<file path="src/rtl/mtr_pkg.sv">
package mtr_pkg;

    localparam int ST_MAX    = 6;
    localparam int MT_MAX    = 18;
    localparam int SYNC_MAX  = 4;
    localparam int FRAME_MAX = MT_MAX + SYNC_MAX;
    localparam int CNT_W     = $clog2(FRAME_MAX + 2);

    typedef struct packed {
        logic       active;
        logic [2:0] st_len;
        logic [4:0] mt_len;
        logic [2:0] sync_len;
    } layout_t;

    typedef enum logic [1:0] {
        SEQ_IDLE,
        SEQ_LOW,
        SEQ_HIGH,
        SEQ_TOUT
    } seq_state_t;

    function automatic layout_t decode_layout(input logic [3:0] mode,
                                              input logic [1:0] sel);
        layout_t l;
        l.active   = 1'b1;
        l.st_len   = 3'd0;
        l.mt_len   = 5'd0;
        l.sync_len = 3'(sel) + 3'd1;
        case (mode)
            4'h0: l.active = 1'b0;
            4'h1, 4'h2, 4'h3, 4'h4, 4'h5, 4'h6: l.st_len = mode[2:0];
            4'h7, 4'h8, 4'h9, 4'hA: begin
                l.st_len = 3'(mode - 4'd4);
                l.mt_len = 5'd12;
            end
            4'hB: l.mt_len = 5'd4;
            4'hC: l.mt_len = 5'd8;
            4'hD: l.mt_len = 5'd12;
            4'hE: l.mt_len = 5'd16;
            default: l.mt_len = 5'd18;
        endcase
        return l;
    endfunction

    function automatic logic [CNT_W-1:0] frame_len(input layout_t l);
        return CNT_W'(l.st_len) + CNT_W'(l.mt_len) + CNT_W'(l.sync_len);
    endfunction

endpackage

</file>
<file path="src/rtl/mtr_shift_in.sv">
module mtr_shift_in #(
    parameter int WIDTH = 22
) (
    input  logic             clk,
    input  logic             rst,
    input  logic             clear_i,
    input  logic             shift_i,
    input  logic             din_i,
    output logic [WIDTH-1:0] word_o
);

    logic [WIDTH-1:0] sr_q;

    always_ff @(posedge clk) begin
        if (rst || clear_i) begin
            sr_q <= '0;
        end else if (shift_i) begin
            sr_q <= {sr_q[WIDTH-2:0], din_i};
        end
    end

    assign word_o = sr_q;

endmodule

</file>
<file path="src/rtl/mtr_field_split.sv">
module mtr_field_split
    import mtr_pkg::*;
(
    input  logic [FRAME_MAX-1:0] frame_i,
    input  layout_t              layout_i,
    output logic [SYNC_MAX-1:0]  sync_o,
    output logic [ST_MAX-1:0]    st_o,
    output logic [MT_MAX-1:0]    mt_o
);

    logic [FRAME_MAX-1:0] past_sync;
    logic [FRAME_MAX-1:0] past_st;

    always_comb begin
        past_sync = frame_i >> layout_i.sync_len;
        past_st   = past_sync >> layout_i.st_len;
    end

    genvar gi;
    generate
        for (gi = 0; gi < SYNC_MAX; gi++) begin : g_sync
            assign sync_o[gi] = frame_i[gi] && (32'(gi) < 32'(layout_i.sync_len));
        end
        for (gi = 0; gi < ST_MAX; gi++) begin : g_st
            assign st_o[gi] = past_sync[gi] && (32'(gi) < 32'(layout_i.st_len));
        end
        for (gi = 0; gi < MT_MAX; gi++) begin : g_mt
            assign mt_o[gi] = past_st[gi] && (32'(gi) < 32'(layout_i.mt_len));
        end
    endgenerate

endmodule

</file>
<file path="src/rtl/mtr_seq.sv">
module mtr_seq
    import mtr_pkg::*;
#(
    parameter int HALF_CYC  = 4,
    parameter int TOUT_CYC  = 20,
    parameter int MAX_RETRY = 3
) (
    input  logic    clk,
    input  logic    rst,
    input  logic    start_i,
    input  logic    sdata_i,
    input  layout_t layout_i,
    output logic    sclk_o,
    output logic    shift_o,
    output logic    clear_o,
    output logic    accept_o,
    output logic    err_o,
    output layout_t layout_o
);

    localparam int TIM_MAX = (HALF_CYC > TOUT_CYC) ? HALF_CYC : TOUT_CYC;
    localparam int TIM_W   = $clog2(TIM_MAX + 1);
    localparam int RTY_W   = (MAX_RETRY > 0) ? $clog2(MAX_RETRY + 1) : 1;

    seq_state_t       state_q;
    logic [TIM_W-1:0] timer_q;
    logic [CNT_W-1:0] idx_q;
    logic [RTY_W-1:0] tries_q;
    logic             ack_bad_q;
    logic             err_q;
    layout_t          lay_q;

    logic             half_end;
    logic             tout_end;
    logic             line_good;
    logic [CNT_W-1:0] flen;

    always_comb begin
        half_end  = (timer_q == TIM_W'(HALF_CYC - 1));
        tout_end  = (timer_q == TIM_W'(TOUT_CYC - 1));
        line_good = !ack_bad_q && sdata_i;
        flen      = frame_len(lay_q);
        sclk_o    = (state_q != SEQ_LOW);
        shift_o   = (state_q == SEQ_LOW) && half_end && (idx_q != '0);
        clear_o   = (state_q == SEQ_LOW) && (idx_q == '0);
        accept_o  = (state_q == SEQ_TOUT) && tout_end && line_good;
    end

    always_ff @(posedge clk) begin
        if (rst) begin
            state_q   <= SEQ_IDLE;
            timer_q   <= '0;
            idx_q     <= '0;
            tries_q   <= '0;
            ack_bad_q <= 1'b0;
            err_q     <= 1'b0;
            lay_q     <= '0;
        end else begin
            case (state_q)
                SEQ_IDLE: begin
                    if (start_i && layout_i.active) begin
                        lay_q     <= layout_i;
                        state_q   <= SEQ_LOW;
                        timer_q   <= '0;
                        idx_q     <= '0;
                        tries_q   <= '0;
                        ack_bad_q <= 1'b0;
                        err_q     <= 1'b0;
                    end
                end
                SEQ_LOW: begin
                    if (half_end) begin
                        timer_q <= '0;
                        state_q <= SEQ_HIGH;
                        if (idx_q == '0) begin
                            ack_bad_q <= sdata_i;
                        end
                        idx_q <= idx_q + CNT_W'(1);
                    end else begin
                        timer_q <= timer_q + TIM_W'(1);
                    end
                end
                SEQ_HIGH: begin
                    if (half_end) begin
                        timer_q <= '0;
                        if (idx_q == flen + CNT_W'(1)) begin
                            state_q <= SEQ_TOUT;
                        end else begin
                            state_q <= SEQ_LOW;
                        end
                    end else begin
                        timer_q <= timer_q + TIM_W'(1);
                    end
                end
                default: begin
                    if (tout_end) begin
                        timer_q <= '0;
                        if (line_good) begin
                            state_q <= SEQ_IDLE;
                        end else begin
                            err_q <= 1'b1;
                            if (tries_q < RTY_W'(MAX_RETRY)) begin
                                tries_q   <= tries_q + RTY_W'(1);
                                state_q   <= SEQ_LOW;
                                idx_q     <= '0;
                                ack_bad_q <= 1'b0;
                            end else begin
                                state_q <= SEQ_IDLE;
                            end
                        end
                    end else begin
                        timer_q <= timer_q + TIM_W'(1);
                    end
                end
            endcase
        end
    end

    assign err_o    = err_q;
    assign layout_o = lay_q;

    // an inactive layout code never leaves idle
    a_r1_inactive_stays_idle: assert property (@(posedge clk) disable iff (rst)
        (state_q == SEQ_IDLE && !layout_i.active) |=> (state_q == SEQ_IDLE));

    // the timeout is entered only after N+1 pulses
    a_r3_pulse_count: assert property (@(posedge clk) disable iff (rst)
        (state_q == SEQ_TOUT) |-> (idx_q == flen + CNT_W'(1)));

    // repeats never exceed the limit
    a_r8_retry_bound: assert property (@(posedge clk) disable iff (rst)
        (32'(tries_q) <= MAX_RETRY));

    // exhausted repeats end idle with the error kept
    a_r9_exhausted_idle: assert property (@(posedge clk) disable iff (rst)
        (state_q == SEQ_TOUT && tout_end && !line_good && tries_q == RTY_W'(MAX_RETRY))
        |=> (state_q == SEQ_IDLE && err_o));

    // an accepted start clears the error flag
    a_r10_start_clears_err: assert property (@(posedge clk) disable iff (rst)
        (state_q == SEQ_IDLE && start_i && layout_i.active) |=> !err_o);

endmodule

</file>
<file path="src/rtl/mt_word_reader.sv">
module mt_word_reader
    import mtr_pkg::*;
#(
    parameter int HALF_CYC  = 4,
    parameter int TOUT_CYC  = 20,
    parameter int MAX_RETRY = 3
) (
    input  logic                clk,
    input  logic                rst,
    input  logic [3:0]          mode_i,
    input  logic [1:0]          sync_sel_i,
    input  logic                start_i,
    output logic                sclk_o,
    input  logic                sdata_i,
    output logic [MT_MAX-1:0]   mt_o,
    output logic [ST_MAX-1:0]   st_o,
    output logic [SYNC_MAX-1:0] sync_o,
    output logic                valid_o,
    output logic                err_o
);

    layout_t              req_layout;
    layout_t              run_layout;
    logic                 shift_w;
    logic                 clear_w;
    logic                 accept_w;
    logic [FRAME_MAX-1:0] frame_w;
    logic [MT_MAX-1:0]    mt_w;
    logic [ST_MAX-1:0]    st_w;
    logic [SYNC_MAX-1:0]  sync_w;

    assign req_layout = decode_layout(mode_i, sync_sel_i);

    mtr_seq #(
        .HALF_CYC  (HALF_CYC),
        .TOUT_CYC  (TOUT_CYC),
        .MAX_RETRY (MAX_RETRY)
    ) u_seq (
        .clk      (clk),
        .rst      (rst),
        .start_i  (start_i),
        .sdata_i  (sdata_i),
        .layout_i (req_layout),
        .sclk_o   (sclk_o),
        .shift_o  (shift_w),
        .clear_o  (clear_w),
        .accept_o (accept_w),
        .err_o    (err_o),
        .layout_o (run_layout)
    );

    mtr_shift_in #(
        .WIDTH (FRAME_MAX)
    ) u_shift (
        .clk     (clk),
        .rst     (rst),
        .clear_i (clear_w),
        .shift_i (shift_w),
        .din_i   (sdata_i),
        .word_o  (frame_w)
    );

    mtr_field_split u_split (
        .frame_i  (frame_w),
        .layout_i (run_layout),
        .sync_o   (sync_w),
        .st_o     (st_w),
        .mt_o     (mt_w)
    );

    always_ff @(posedge clk) begin
        if (rst) begin
            valid_o <= 1'b0;
            mt_o    <= '0;
            st_o    <= '0;
            sync_o  <= '0;
        end else begin
            valid_o <= accept_w;
            if (accept_w) begin
                mt_o   <= mt_w;
                st_o   <= st_w;
                sync_o <= sync_w;
            end
        end
    end

    // valid is a single-cycle strobe
    a_r7_valid_single: assert property (@(posedge clk) disable iff (rst)
        valid_o |=> !valid_o);

    // a word is delivered only when the end level was high
    a_r6_end_line_high: assert property (@(posedge clk) disable iff (rst)
        valid_o |-> $past(sdata_i));

    // fields change only together with valid
    a_r7_fields_hold: assert property (@(posedge clk) disable iff (rst)
        !valid_o |-> ($stable(mt_o) && $stable(st_o) && $stable(sync_o)));

endmodule

</file>
<file path="config.mk">
export PLATFORM = sky130hd
export DESIGN_NAME = mt_word_reader
export DESIGN_NICKNAME = d
export VERILOG_FILES = /design/src/rtl/mtr_pkg.sv /design/src/rtl/mtr_shift_in.sv /design/src/rtl/mtr_field_split.sv /design/src/rtl/mtr_seq.sv /design/src/rtl/mt_word_reader.sv
export SDC_FILE = /design/constraint.sdc
export NUM_CORES = 1
export LEC_CHECK = 0
export BUFFER_PORTS_ARGS = -buffer_cell sky130_fd_sc_hd__buf_2
export CAP_MARGIN = 40
export CORE_MARGIN = 4
export CORE_UTILIZATION = 45
export CTS_BUF_LIST = sky130_fd_sc_hd__clkbuf_4
export CTS_CLUSTER_SIZE = 25
export DETAILED_ROUTE_END_ITERATION = 7
export GPL_ROUTABILITY_DRIVEN = 0
export PLACE_DENSITY_LB_ADDON = 0.15
export RECOVER_POWER = 100
export SYNTH_ARGS = -nofsm -noshare
export SYNTH_HDL_FRONTEND = slang
export SYNTH_SLANG_ARGS = --single-unit
</file>
<file path="constraint.sdc">
create_clock -name clk -period 3.3 [get_ports clk]
set_input_delay 0 -clock clk [delete_from_list [all_inputs] [get_ports clk]]
set_output_delay 0 -clock clk [all_outputs]
set_load 0.005 [all_outputs]
</file>
==> reports/qor.yml <==
synth:
  synth_flop_cell: "dfxtp_1"
  synthesis.instances: 609
  avgSynthCellArea_um2: 8.53
  ys_types: 75
  async_reset_ff_frac: 0
  ys_warn_count: 0
  ys_seq_elements: 77
  synth_edf_count: 0
  synth.yosys.seq_area_share: 0.297
  netlist_area_mm2: 0.00520
  syn_nets: 635
clock_tree:
  clock_latency_ps: 480
  cts_root_buffer: "clkbuf_4"
  cts_tree: "yes"
  clk_path_buf_depth: 2
  path_clk_slew_ps: 130
  cts_inserted_buffers: 9
  postCtsResizedCells: 0
  h-tree-depth: 3
  clock-sinks: 77
final_layout:
  nFillCells: 1101
  layout.nets: 666
  final_common_cell: "nor2_1"
  final_util: 0.514
  layout-drive-gt1-share: 0.141
  most-common-layout-cells: "82 x nor2_1, 77 x dfxtp_1, 52 x nand2_1"
  syn2layout_area_growth_pct: 9.68
critical_path:
  cp_data_required_time_ps: 3680
  critPathLaunchType: "flip-flop"
  path_cells: "clkbuf_2, buf_4, or4b_1, o31a_1, a32o_1, a221oi_1, a21oi_1, a22o_1"
  cp_max_fo: 24
  critPathCaptureType: "flip-flop"
  crit_arrival_ps: 3260
  critPathKind: "flip-flop to flip-flop"
  critPathSlowestCell: "clkbuf_2"
  cp_slowest_stage_delay_ps: 530
routing:
  detail_route.wl_per_cell_um: 17.6
  num_vias: 4783
  drt-pass1-iter-count: 8
  drc: 0
  vias_per_cell: 6.09
  final_antenna_net_count: 0
  postRouteWirelength_um: 13800
  drt_iter0_markers: 402
timing:
  post-route-period-util: 0.873
  hold_viol: 0
  worst_pin_slew_ps: 1200
  clock.fmax_ghz: 0.347
  maxSlewViolCount: 0
  final.setup_skew_ps: 13.7
  slew_headroom: 0.202
  setup_violations: 0
  fin_crit_ps: 2880
  whs_ps: 103
  setup_tns_ps: 0
  rsz0062_at_grt: "no"
die:
  io_pins: 41
  start_util: 0.469
  row_count: 38
  core-area_mm2: 0.0111
  dieArea_mm2: 0.0133
  die_w_um: 115
  die_h_um: 115
global_route:
  grt_pass1_vias: 4633
  antenna_found_initial: 0
  grt_pass1_wl_um: 23200
  grt_overflow: 0
  grt_use_total: 0.219
  grt_max_degree: 40
power:
  vdd_ir_drop_max_uv: 377
  power_leakage_uw: 0.00224
  power_density_mw_per_mm2: 462
placed_design:
  port_buffers: 40
  dp.final_hpwl_um: 10200
min_path:
  hold_path_class: "input port to flip-flop"
outcome:
  status: "completed"
run:
  maxCapViolCount: 0
routing by layer:
metal	share of wire	wire [um]	track usage	up-vias
li1	-	-	-	2310
met1	0.44	6040	0.277	2277
met2	0.48	6680	0.367	170
met3	0.060	826	0.0559	26
met4	0.019	259	0.0673	0
met5	0	0	0	-
synthesized netlist by cell type (11+ instances only):
| cell | number | area [um2] |
|---|---|---|
| a211oi_1 | 11 | 82.6 |
| mux2i_1 | 46 | 460 |
| nor2_1 | 82 | 308 |
| o21ai_0 | 22 | 110 |
| dfxtp_1 | 77 | 1540 |
| inv_1 | 15 | 56.3 |
| buf_2 | 16 | 80.1 |
| mux4_2 | 15 | 338 |
| mux2_2 | 20 | 225 |
| nand2_1 | 51 | 191 |
| o22ai_1 | 16 | 100 |
| clkbuf_1 | 24 | 90.1 |
| ha_1 | 13 | 163 |
| nand2b_1 | 12 | 75.1 |
| a22oi_1 | 11 | 82.6 |
| a21oi_1 | 37 | 185 |
cells by family (layout without fill, tap and decap cells):
kind of cell | count (synthesis) | in the layout | synth area share
xor+xnor | 14 | 14 | 0.0236
flops | 77 | 77 | 0.297
mux | 81 | 81 | 0.197
fa+ha+maj | 16 | 16 | 0.0429
simple gates | 206 | 206 | 0.189
other cells | 0 | 1 | 0
compound gates | 155 | 155 | 0.203
buf+inv | 60 | 96 | 0.0482
cell type report:
type,count,area [um2],share of cell area
clock inverter,7,90.1,0.0158
tap,140,175,0.0307
multi-input combinational,472,3390,0.595
timing repair buffer,63,370,0.0650
inverter,17,63.8,0.0112
clock buffer,9,67.6,0.0119
sequential,77,1540,0.270
antenna,1,2.50,0.000439
power breakdown:
group | total (uW) | switching (uW) | internal (uW)
Sequential | 1050 | 76.0 | 975
Combinational | 928 | 573 | 355
Clock | 656 | 354 | 302
worst max-delay path: cells and delay by family (launching register included):
kind / cells / cell delay [ps]
AO/OA/AOI/OAI: 5 / 1110
buffers and inverters: 2 / 860
AND/OR/NAND/NOR: 1 / 440
flip-flops: 1 / 350
sequential cells by signal (all words and copies together), names as in the netlist:
signal           flops
u_seq.err_o          1
u_seq.tries_q        2
mt_o                18
sync_o               4
u_shift.word_o      22
u_seq.ack_bad_q      1
st_o                 6
u_seq.state_q        2
u_seq.idx_q          5
u_seq.timer_q        5
u_seq.layout_o      10
valid_o              1
per-stage QoR:
step / worst slack [ps] / area [um2] / total power, uW / cells
after detailed placement: 686 / 5480 / 1990 / 758
after floorplan: 822 / 5200 / 1790 / 609
after CTS: 648 / 5740 / 2670 / 785
after global routing: 269 / 5700 / 2800 / 785
after global placement: 725 / 5480 / 1970 / 758
final: 420 / 5700 / 2630 / 786
final timing paths:
kind | start | endpoint | slack [ps] | depth (start not counted)
setup reg to reg | u_seq.layout_o[1]$_SDFFE_PP0P_ | mt_o[11]$_SDFFE_PP0P_ | 420 | 8
hold / removal | start_i | u_seq.timer_q[1]$_SDFFE_PP0N_ | 100 | 5
hold reg to reg | mt_o[16]$_SDFFE_PP0P_ | mt_o[16]$_SDFFE_PP0P_ | 440 | 2
setup / recovery | u_seq.layout_o[1]$_SDFFE_PP0P_ | mt_o[11]$_SDFFE_PP0P_ | 420 | 8
repair_timing:
action,CTS,global route
setup buffers,0,0
hold buffers,11,0
hold endpoints to repair,15,0
Note: power is estimated with default switching activity, not from simulation.
